===== src/rtl/aux_cls_pkg.sv =====
package aux_cls_pkg;

    typedef enum logic [1:0] {
        OUT_OK      = 2'd0,
        OUT_TIMEOUT = 2'd1,
        OUT_INVALID = 2'd2,
        OUT_DISCON  = 2'd3
    } outcome_e;

    typedef struct packed {
        logic hpd_lost;
        logic rx_tmo;
        logic rx_tmo_state;
        logic bad_stop;
        logic no_detect;
        logic bad_high;
        logic bad_low;
        logic min_cnt;
    } rx_flags_t;

    localparam logic [3:0] REPLY_ACK = 4'h0;

    // Fixed-priority outcome; min_cnt deliberately takes no part.
    function automatic outcome_e classify(input rx_flags_t f, input logic cnt_zero);
        outcome_e r;
        if (f.hpd_lost)
            r = OUT_DISCON;
        else if (f.rx_tmo || f.rx_tmo_state)
            r = OUT_TIMEOUT;
        else if (f.bad_stop || f.no_detect || f.bad_high || f.bad_low)
            r = OUT_INVALID;
        else if (cnt_zero)
            r = OUT_INVALID;
        else
            r = OUT_OK;
        return r;
    endfunction

endpackage


===== src/rtl/aux_wait_timer.sv =====
module aux_wait_timer #(
    parameter int LIM_W = 16
) (
    input  logic             clk,
    input  logic             rst,
    input  logic             start_i,
    input  logic             done_i,
    input  logic [LIM_W-1:0] limit_i,
    output logic             armed_o,
    output logic             finish_o,
    output logic             expire_o
);
    logic             busy_q;
    logic [LIM_W-1:0] cnt_q;
    logic [LIM_W:0]   next_cnt;

    assign next_cnt = {1'b0, cnt_q} + (LIM_W+1)'(1);
    assign armed_o  = busy_q;
    assign finish_o = busy_q && done_i;
    assign expire_o = busy_q && !done_i && (next_cnt >= {1'b0, limit_i});

    always_ff @(posedge clk) begin
        if (rst) begin
            busy_q <= 1'b0;
            cnt_q  <= '0;
        end else if (!busy_q) begin
            if (start_i) begin
                busy_q <= 1'b1;
                cnt_q  <= '0;
            end
        end else if (finish_o || expire_o) begin
            busy_q <= 1'b0;
        end else begin
            cnt_q <= next_cnt[LIM_W-1:0];
        end
    end
endmodule


===== src/rtl/aux_outcome_decode.sv =====
module aux_outcome_decode
    import aux_cls_pkg::*;
#(
    parameter int CNT_W    = 5,
    parameter int DATA_MAX = 16
) (
    input  rx_flags_t          flags_i,
    input  logic [CNT_W-1:0]   rx_count_i,
    input  logic [3:0]         status_hi_i,
    input  logic [CNT_W-1:0]   capacity_i,
    output outcome_e           outcome_o,
    output logic [3:0]         reply_o,
    output logic               deliver_o,
    output logic               overflow_o,
    output logic [CNT_W-1:0]   n_data_o
);
    localparam logic [CNT_W-1:0] MAXD = CNT_W'(DATA_MAX);

    logic             good;
    logic             is_ack;
    logic [CNT_W-1:0] payload_len;
    logic [CNT_W-1:0] eff_cap;

    always_comb begin
        outcome_o   = classify(flags_i, rx_count_i == '0);
        good        = (outcome_o == OUT_OK);
        reply_o     = good ? status_hi_i : 4'h0;
        is_ack      = good && (status_hi_i == REPLY_ACK);
        payload_len = rx_count_i - CNT_W'(1);
        eff_cap     = (capacity_i > MAXD) ? MAXD : capacity_i;
        overflow_o  = is_ack && (payload_len > eff_cap);
        deliver_o   = is_ack && !overflow_o;
        n_data_o    = deliver_o ? payload_len : '0;
    end
endmodule


===== src/rtl/aux_payload_unpack.sv =====
module aux_payload_unpack #(
    parameter int CNT_W    = 5,
    parameter int DATA_MAX = 16
) (
    input  logic [DATA_MAX*8-1:0] payload_i,
    input  logic                  deliver_i,
    input  logic [CNT_W-1:0]      n_data_i,
    output logic [DATA_MAX*8-1:0] data_o
);
    for (genvar k = 0; k < DATA_MAX; k++) begin : g_lane
        localparam logic [CNT_W-1:0] K_IDX = CNT_W'(k);
        assign data_o[k*8 +: 8] = (deliver_i && (K_IDX < n_data_i)) ? payload_i[k*8 +: 8] : 8'h00;
    end
endmodule


===== src/rtl/aux_reply_classifier.sv =====
module aux_reply_classifier
    import aux_cls_pkg::*;
#(
    parameter  int BUF_BYTES = 17,
    parameter  int LIM_W     = 16,
    localparam int CNT_W     = $clog2(BUF_BYTES + 1),
    localparam int DATA_MAX  = BUF_BYTES - 1
) (
    input  logic                    clk,
    input  logic                    rst,
    input  logic                    start_i,
    input  logic                    done_i,
    input  logic [LIM_W-1:0]        limit_i,
    input  logic                    hpd_lost_i,
    input  logic                    rx_tmo_i,
    input  logic                    rx_tmo_state_i,
    input  logic                    bad_stop_i,
    input  logic                    no_detect_i,
    input  logic                    bad_high_i,
    input  logic                    bad_low_i,
    input  logic                    min_cnt_i,
    input  logic [CNT_W-1:0]        rx_count_i,
    input  logic [BUF_BYTES*8-1:0]  rx_bytes_i,
    input  logic [CNT_W-1:0]        capacity_i,
    output logic                    res_valid_o,
    output logic [1:0]              outcome_o,
    output logic [3:0]              reply_o,
    output logic [CNT_W-1:0]        data_count_o,
    output logic                    overflow_o,
    output logic [DATA_MAX*8-1:0]   data_o
);
    rx_flags_t             flags;
    logic                  armed;
    logic                  finish;
    logic                  expire;
    outcome_e              dec_outcome;
    logic [3:0]            dec_reply;
    logic                  dec_deliver;
    logic                  dec_overflow;
    logic [CNT_W-1:0]      dec_count;
    logic [DATA_MAX*8-1:0] dec_data;

    assign flags = '{hpd_lost:     hpd_lost_i,
                     rx_tmo:       rx_tmo_i,
                     rx_tmo_state: rx_tmo_state_i,
                     bad_stop:     bad_stop_i,
                     no_detect:    no_detect_i,
                     bad_high:     bad_high_i,
                     bad_low:      bad_low_i,
                     min_cnt:      min_cnt_i};

    aux_wait_timer #(.LIM_W(LIM_W)) u_timer (
        .clk      (clk),
        .rst      (rst),
        .start_i  (start_i),
        .done_i   (done_i),
        .limit_i  (limit_i),
        .armed_o  (armed),
        .finish_o (finish),
        .expire_o (expire)
    );

    aux_outcome_decode #(.CNT_W(CNT_W), .DATA_MAX(DATA_MAX)) u_decode (
        .flags_i     (flags),
        .rx_count_i  (rx_count_i),
        .status_hi_i (rx_bytes_i[7:4]),
        .capacity_i  (capacity_i),
        .outcome_o   (dec_outcome),
        .reply_o     (dec_reply),
        .deliver_o   (dec_deliver),
        .overflow_o  (dec_overflow),
        .n_data_o    (dec_count)
    );

    aux_payload_unpack #(.CNT_W(CNT_W), .DATA_MAX(DATA_MAX)) u_unpack (
        .payload_i (rx_bytes_i[BUF_BYTES*8-1:8]),
        .deliver_i (dec_deliver),
        .n_data_i  (dec_count),
        .data_o    (dec_data)
    );

    always_ff @(posedge clk) begin
        if (rst) begin
            res_valid_o  <= 1'b0;
            outcome_o    <= OUT_OK;
            reply_o      <= 4'h0;
            data_count_o <= '0;
            overflow_o   <= 1'b0;
            data_o       <= '0;
        end else begin
            res_valid_o <= finish || expire;
            if (finish) begin
                outcome_o    <= dec_outcome;
                reply_o      <= dec_reply;
                data_count_o <= dec_count;
                overflow_o   <= dec_overflow;
                data_o       <= dec_data;
            end else if (expire) begin
                outcome_o    <= OUT_TIMEOUT;
                reply_o      <= 4'h0;
                data_count_o <= '0;
                overflow_o   <= 1'b0;
                data_o       <= '0;
            end
        end
    end
endmodule


===== config.mk =====
export PLATFORM = sky130hd
export DESIGN_NAME = aux_reply_classifier
export DESIGN_NICKNAME = d
export VERILOG_FILES = /design/src/rtl/aux_cls_pkg.sv /design/src/rtl/aux_wait_timer.sv /design/src/rtl/aux_outcome_decode.sv /design/src/rtl/aux_payload_unpack.sv /design/src/rtl/aux_reply_classifier.sv
export SDC_FILE = /design/constraint.sdc
export NUM_CORES = 1
export LEC_CHECK = 0
export BUFFER_PORTS_ARGS = -buffer_cell sky130_fd_sc_hd__buf_2
export CAP_MARGIN = 5
export CORE_MARGIN = 2
export CORE_UTILIZATION = 47
export DETAILED_ROUTE_END_ITERATION = 6
export GPL_TIMING_DRIVEN = 0
export MAX_ROUTING_LAYER = met4
export PLACE_DENSITY_LB_ADDON = 0.08
export SKIP_LAST_GASP = 1
export SYNTH_ARGS = -nofsm -noshare
export SYNTH_HDL_FRONTEND = slang
export SYNTH_SLANG_ARGS = --single-unit

===== constraint.sdc =====
create_clock -name clk -period 4.55 [get_ports clk]
set_input_delay 0.91 -clock clk [delete_from_list [all_inputs] [get_ports clk]]
set_output_delay 0.91 -clock clk [all_outputs]
set_load 0.01 [all_outputs]

==> results.ini <==
[floorplanning]
die_area_sq_um = 15350
die_x_microns = 123.9
core-area_sq_um = 13930
floorplan.die.height_microns = 123.9
boundaryPins = 315
rows = 43
initial_utilization = 0.4849

[synth]
synthesis.yosys.warnings = 0
synth_edf_count = 0
syn-instance-count = 643
ys_ff_latch = 158
post_synth_instance_area_sq_um = 6756
ys_dominant_reg_cell = sky130_fd_sc_hd__dfxtp_1
mappedNetlistNets = 840
synth_top_cell_by_area = sky130_fd_sc_hd__dfxtp_1
synth_cell_types = 58
synth_async_sr_flop_share = 0
seq_area_frac_synth = 0.4681
top_cells_by_area_in_the_synthesized_netlist = sky130_fd_sc_hd__dfxtp_1 47%, sky130_fd_sc_hd__a32o_1 15%, sky130_fd_sc_hd__ha_1 4.3%
synth.top_cell.area_share = 0.4681
postSynthAreaPerCell_sq_um = 10.51

[critical_path]
cp_data_arrival_time_ns = 4.63
cp_max_fo = 9
crit_start = rx_count_i[0]
criticalPathCategory = in2reg
reg2reg_from = u_timer.cnt_q[2]$_SDFFE_PP0P_
worstSetupEndpointType = flip-flop
cp_data_required_time_ns = 4.92
worstSetupStartpointType = primary input

[placed_design]
routability_congestion_estimate_from_global_placement = 0.9388
cell_area_reported_after_detailed_placement_sq_um = 8528
dpl.hpwl_microns = 17220
pre_cts_slack_ns = -0.2908
dp_cells = 1131
io_buffers = 307

[sta]
post-route-worst-setup-slack_ns = 0.2926
setup_viol = 0
period_share = 0.9357
whs_ns = 0.4692
final_hold_viol_count = 0
period_needed_ns = 4.257
slew_at_the_pin_with_the_worst_max_slew_slack_ns = 0.8301
rsz_0062_raised_after_global_routing = no
timing.clock.skew_ns = 0.005966
fmaxAchievable_mhz = 234.9
timing.max_slew.rel_slack = 0.4420
finalMaxSlewViolations = 0

[routing]
via_per_inst = 5.883
detailroute.via_count = 6854
drt_first_iter_violations = 461
totalWireLength_microns = 22430
routedWlPerCell_microns = 19.26
firstDrtPassIters = 5
drc = 0
route.antenna.remaining_nets = 0

[status]
run_status = finished clean

[grt]
gr-total-overflow = 0
groute.usage.overall = 0.2914
antenna_found_initial = 1
largest_net_degree_at_the_start_of_global_routing = 17
grt_first_pass_wirelength_microns = 33280
number_of_global_route_vias_before_repair = 6641

[finish]
design.final.nets = 1167
post-route-cell-area_sq_um = 9189
final_cell_count_no_fill = 1165
layout-drive-gt1-share = 0.3906
multiInputGateArea_sq_um = 3293
count_of_filler_cells_inserted_in_the_layout = 1174
syn_to_final_growth_pct = 36.00
register_area_sq_um = 3163

[power_and_ir_drop]
total_power_mw = 3.175
irDropWorstVdd_mv = 0.3489
leakagePower_nw = 4.267
power_per_cell_area_nw_per_um2 = 345.5

[worst_hold_path]
worst_hold_startpoint = outcome_o[1]$_SDFFE_PP0N_
hp-class = reg2reg

[cts]
tritoncts = yes
cts.hold.buffers_added = 0
clkSinkCount = 158
clk_pin_slew_worst_paths_ns = 0.06
cts-htree-levels = 4
cts-buffers-inserted = 17
clock_tree.buffer_depth = 2
root_cell_of_the_clock_tree = sky130_fd_sc_hd__clkbuf_16
clock_latency_ns = 0.43

[job]
maxCapViolCount = 0

## timing repair
action | in CTS | in global routing
hold endpoints to repair | 0 | 0
endpoints found under the setup margin | 0 | 90
buffers inserted | 0 | 0
resized for setup | 0 | 4
## final timing paths
check                                    to  slack [ns]  cells past startpoint
setup reg to reg    data_o[16]$_SDFFE_PP0N_        0.31                     16
hold reg to reg   outcome_o[1]$_SDFFE_PP0N_        0.47                      2
setup / recovery   data_o[126]$_SDFFE_PP0N_        0.29                     14
hold / removal    outcome_o[1]$_SDFFE_PP0N_        0.47                      2
## layout make-up
| class | instances | share of cell area |
|---|---|---|
| multi-input cells | 407 | 0.3584 |
| clock buffers | 21 | 0.05011 |
| well taps | 180 | 0.02451 |
| plain buffers | 53 | 0.02424 |
| clock inverters | 11 | 0.01947 |
| diodes | 2 | 0.0005447 |
| flip-flops and latches | 158 | 0.3442 |
| repair buffers | 308 | 0.1683 |
| inverters | 25 | 0.01021 |
## critical path, stage by stage
cell and delay [ns]:
sky130_fd_sc_hd__buf_2 0.17, sky130_fd_sc_hd__inv_1 0.13, sky130_fd_sc_hd__ha_1 0.34, sky130_fd_sc_hd__xnor2_4 0.42
sky130_fd_sc_hd__inv_1 0.18, sky130_fd_sc_hd__ha_1 0.36, sky130_fd_sc_hd__nand3_1 0.10, sky130_fd_sc_hd__a21boi_0 0.11
sky130_fd_sc_hd__o32a_1 0.35, sky130_fd_sc_hd__clkbuf_1 0.23, sky130_fd_sc_hd__nor4_2 0.48, sky130_fd_sc_hd__and2_1 0.20
sky130_fd_sc_hd__buf_1 0.42, sky130_fd_sc_hd__a32o_1 0.20
## per-layer routing
layer	wire length [microns]	share of wire	GRT usage	vias up
met2	11130	0.50	0.5034	334
met3	1725	0.077	0.07051	62
li1	-	-	-	3202
met1	8937	0.40	0.3259	3256
met4	636	0.028	0.1124	0
met5	0	0	-	-
## Yosys cell counts, types with 17 or more instances
| cell type | count |
|---|---|
| sky130_fd_sc_hd__a21oi_1 | 26 |
| sky130_fd_sc_hd__a22o_1 | 17 |
| sky130_fd_sc_hd__a32o_1 | 104 |
| sky130_fd_sc_hd__clkbuf_1 | 39 |
| sky130_fd_sc_hd__dfxtp_1 | 158 |
| sky130_fd_sc_hd__ha_1 | 23 |
| sky130_fd_sc_hd__inv_1 | 24 |
| sky130_fd_sc_hd__nand2_1 | 30 |
| sky130_fd_sc_hd__nand3_1 | 19 |
| sky130_fd_sc_hd__nand4_1 | 18 |
| sky130_fd_sc_hd__nor2_1 | 19 |
| sky130_fd_sc_hd__nor2b_1 | 20 |
## state kept, by name, summed over array words and instances (netlist names)
name             cells
data_o             128
u_timer.cnt_q       16
data_count_o         5
reply_o              4
outcome_o            2
overflow_o           1
res_valid_o          1
u_timer.armed_o      1
## placed cells by master (no fill, tap or decap), drive strengths merged, types with 9 or more instances in the layout
cell | netlist | layout
a21oi | 29 | 29
clkbuf | 39 | 60
inv | 25 | 28
a31oi | 11 | 11
nand3 | 19 | 19
dfxtp | 158 | 158
nand2 | 31 | 31
xnor2 | 9 | 9
nor2 | 21 | 21
a22o | 17 | 17
a32o | 112 | 112
buf | 14 | 321
ha | 23 | 23
nand4 | 18 | 18
o311ai | 12 | 12
nor2b | 20 | 20
## metrics by stage
stage,utilization,TNS (ns)
final,0.6594,0
after global routing,0.6592,0
after CTS,0.6579,0
after detailed placement,0.6120,-13.11
after global placement,0.6113,-3.029
after floorplan,-,0
## kinds of logic after synthesis
group	after synthesis	synth area share
compound gates	216	0.2893
flops	158	0.4681
simple gates	150	0.1287
buf+inv	78	0.04667
fa+ha+maj	23	0.04259
xor+xnor	17	0.02315
mux	1	0.001482
## report_power, final
group	internal [mW]	switching, mW	leakage [nW]
registers	1.39	0.00246	1.27
logic	0.0910	0.155	2.69
clock network	0.955	0.586	0.305
Note: power is estimated with default switching activity, not from simulation.
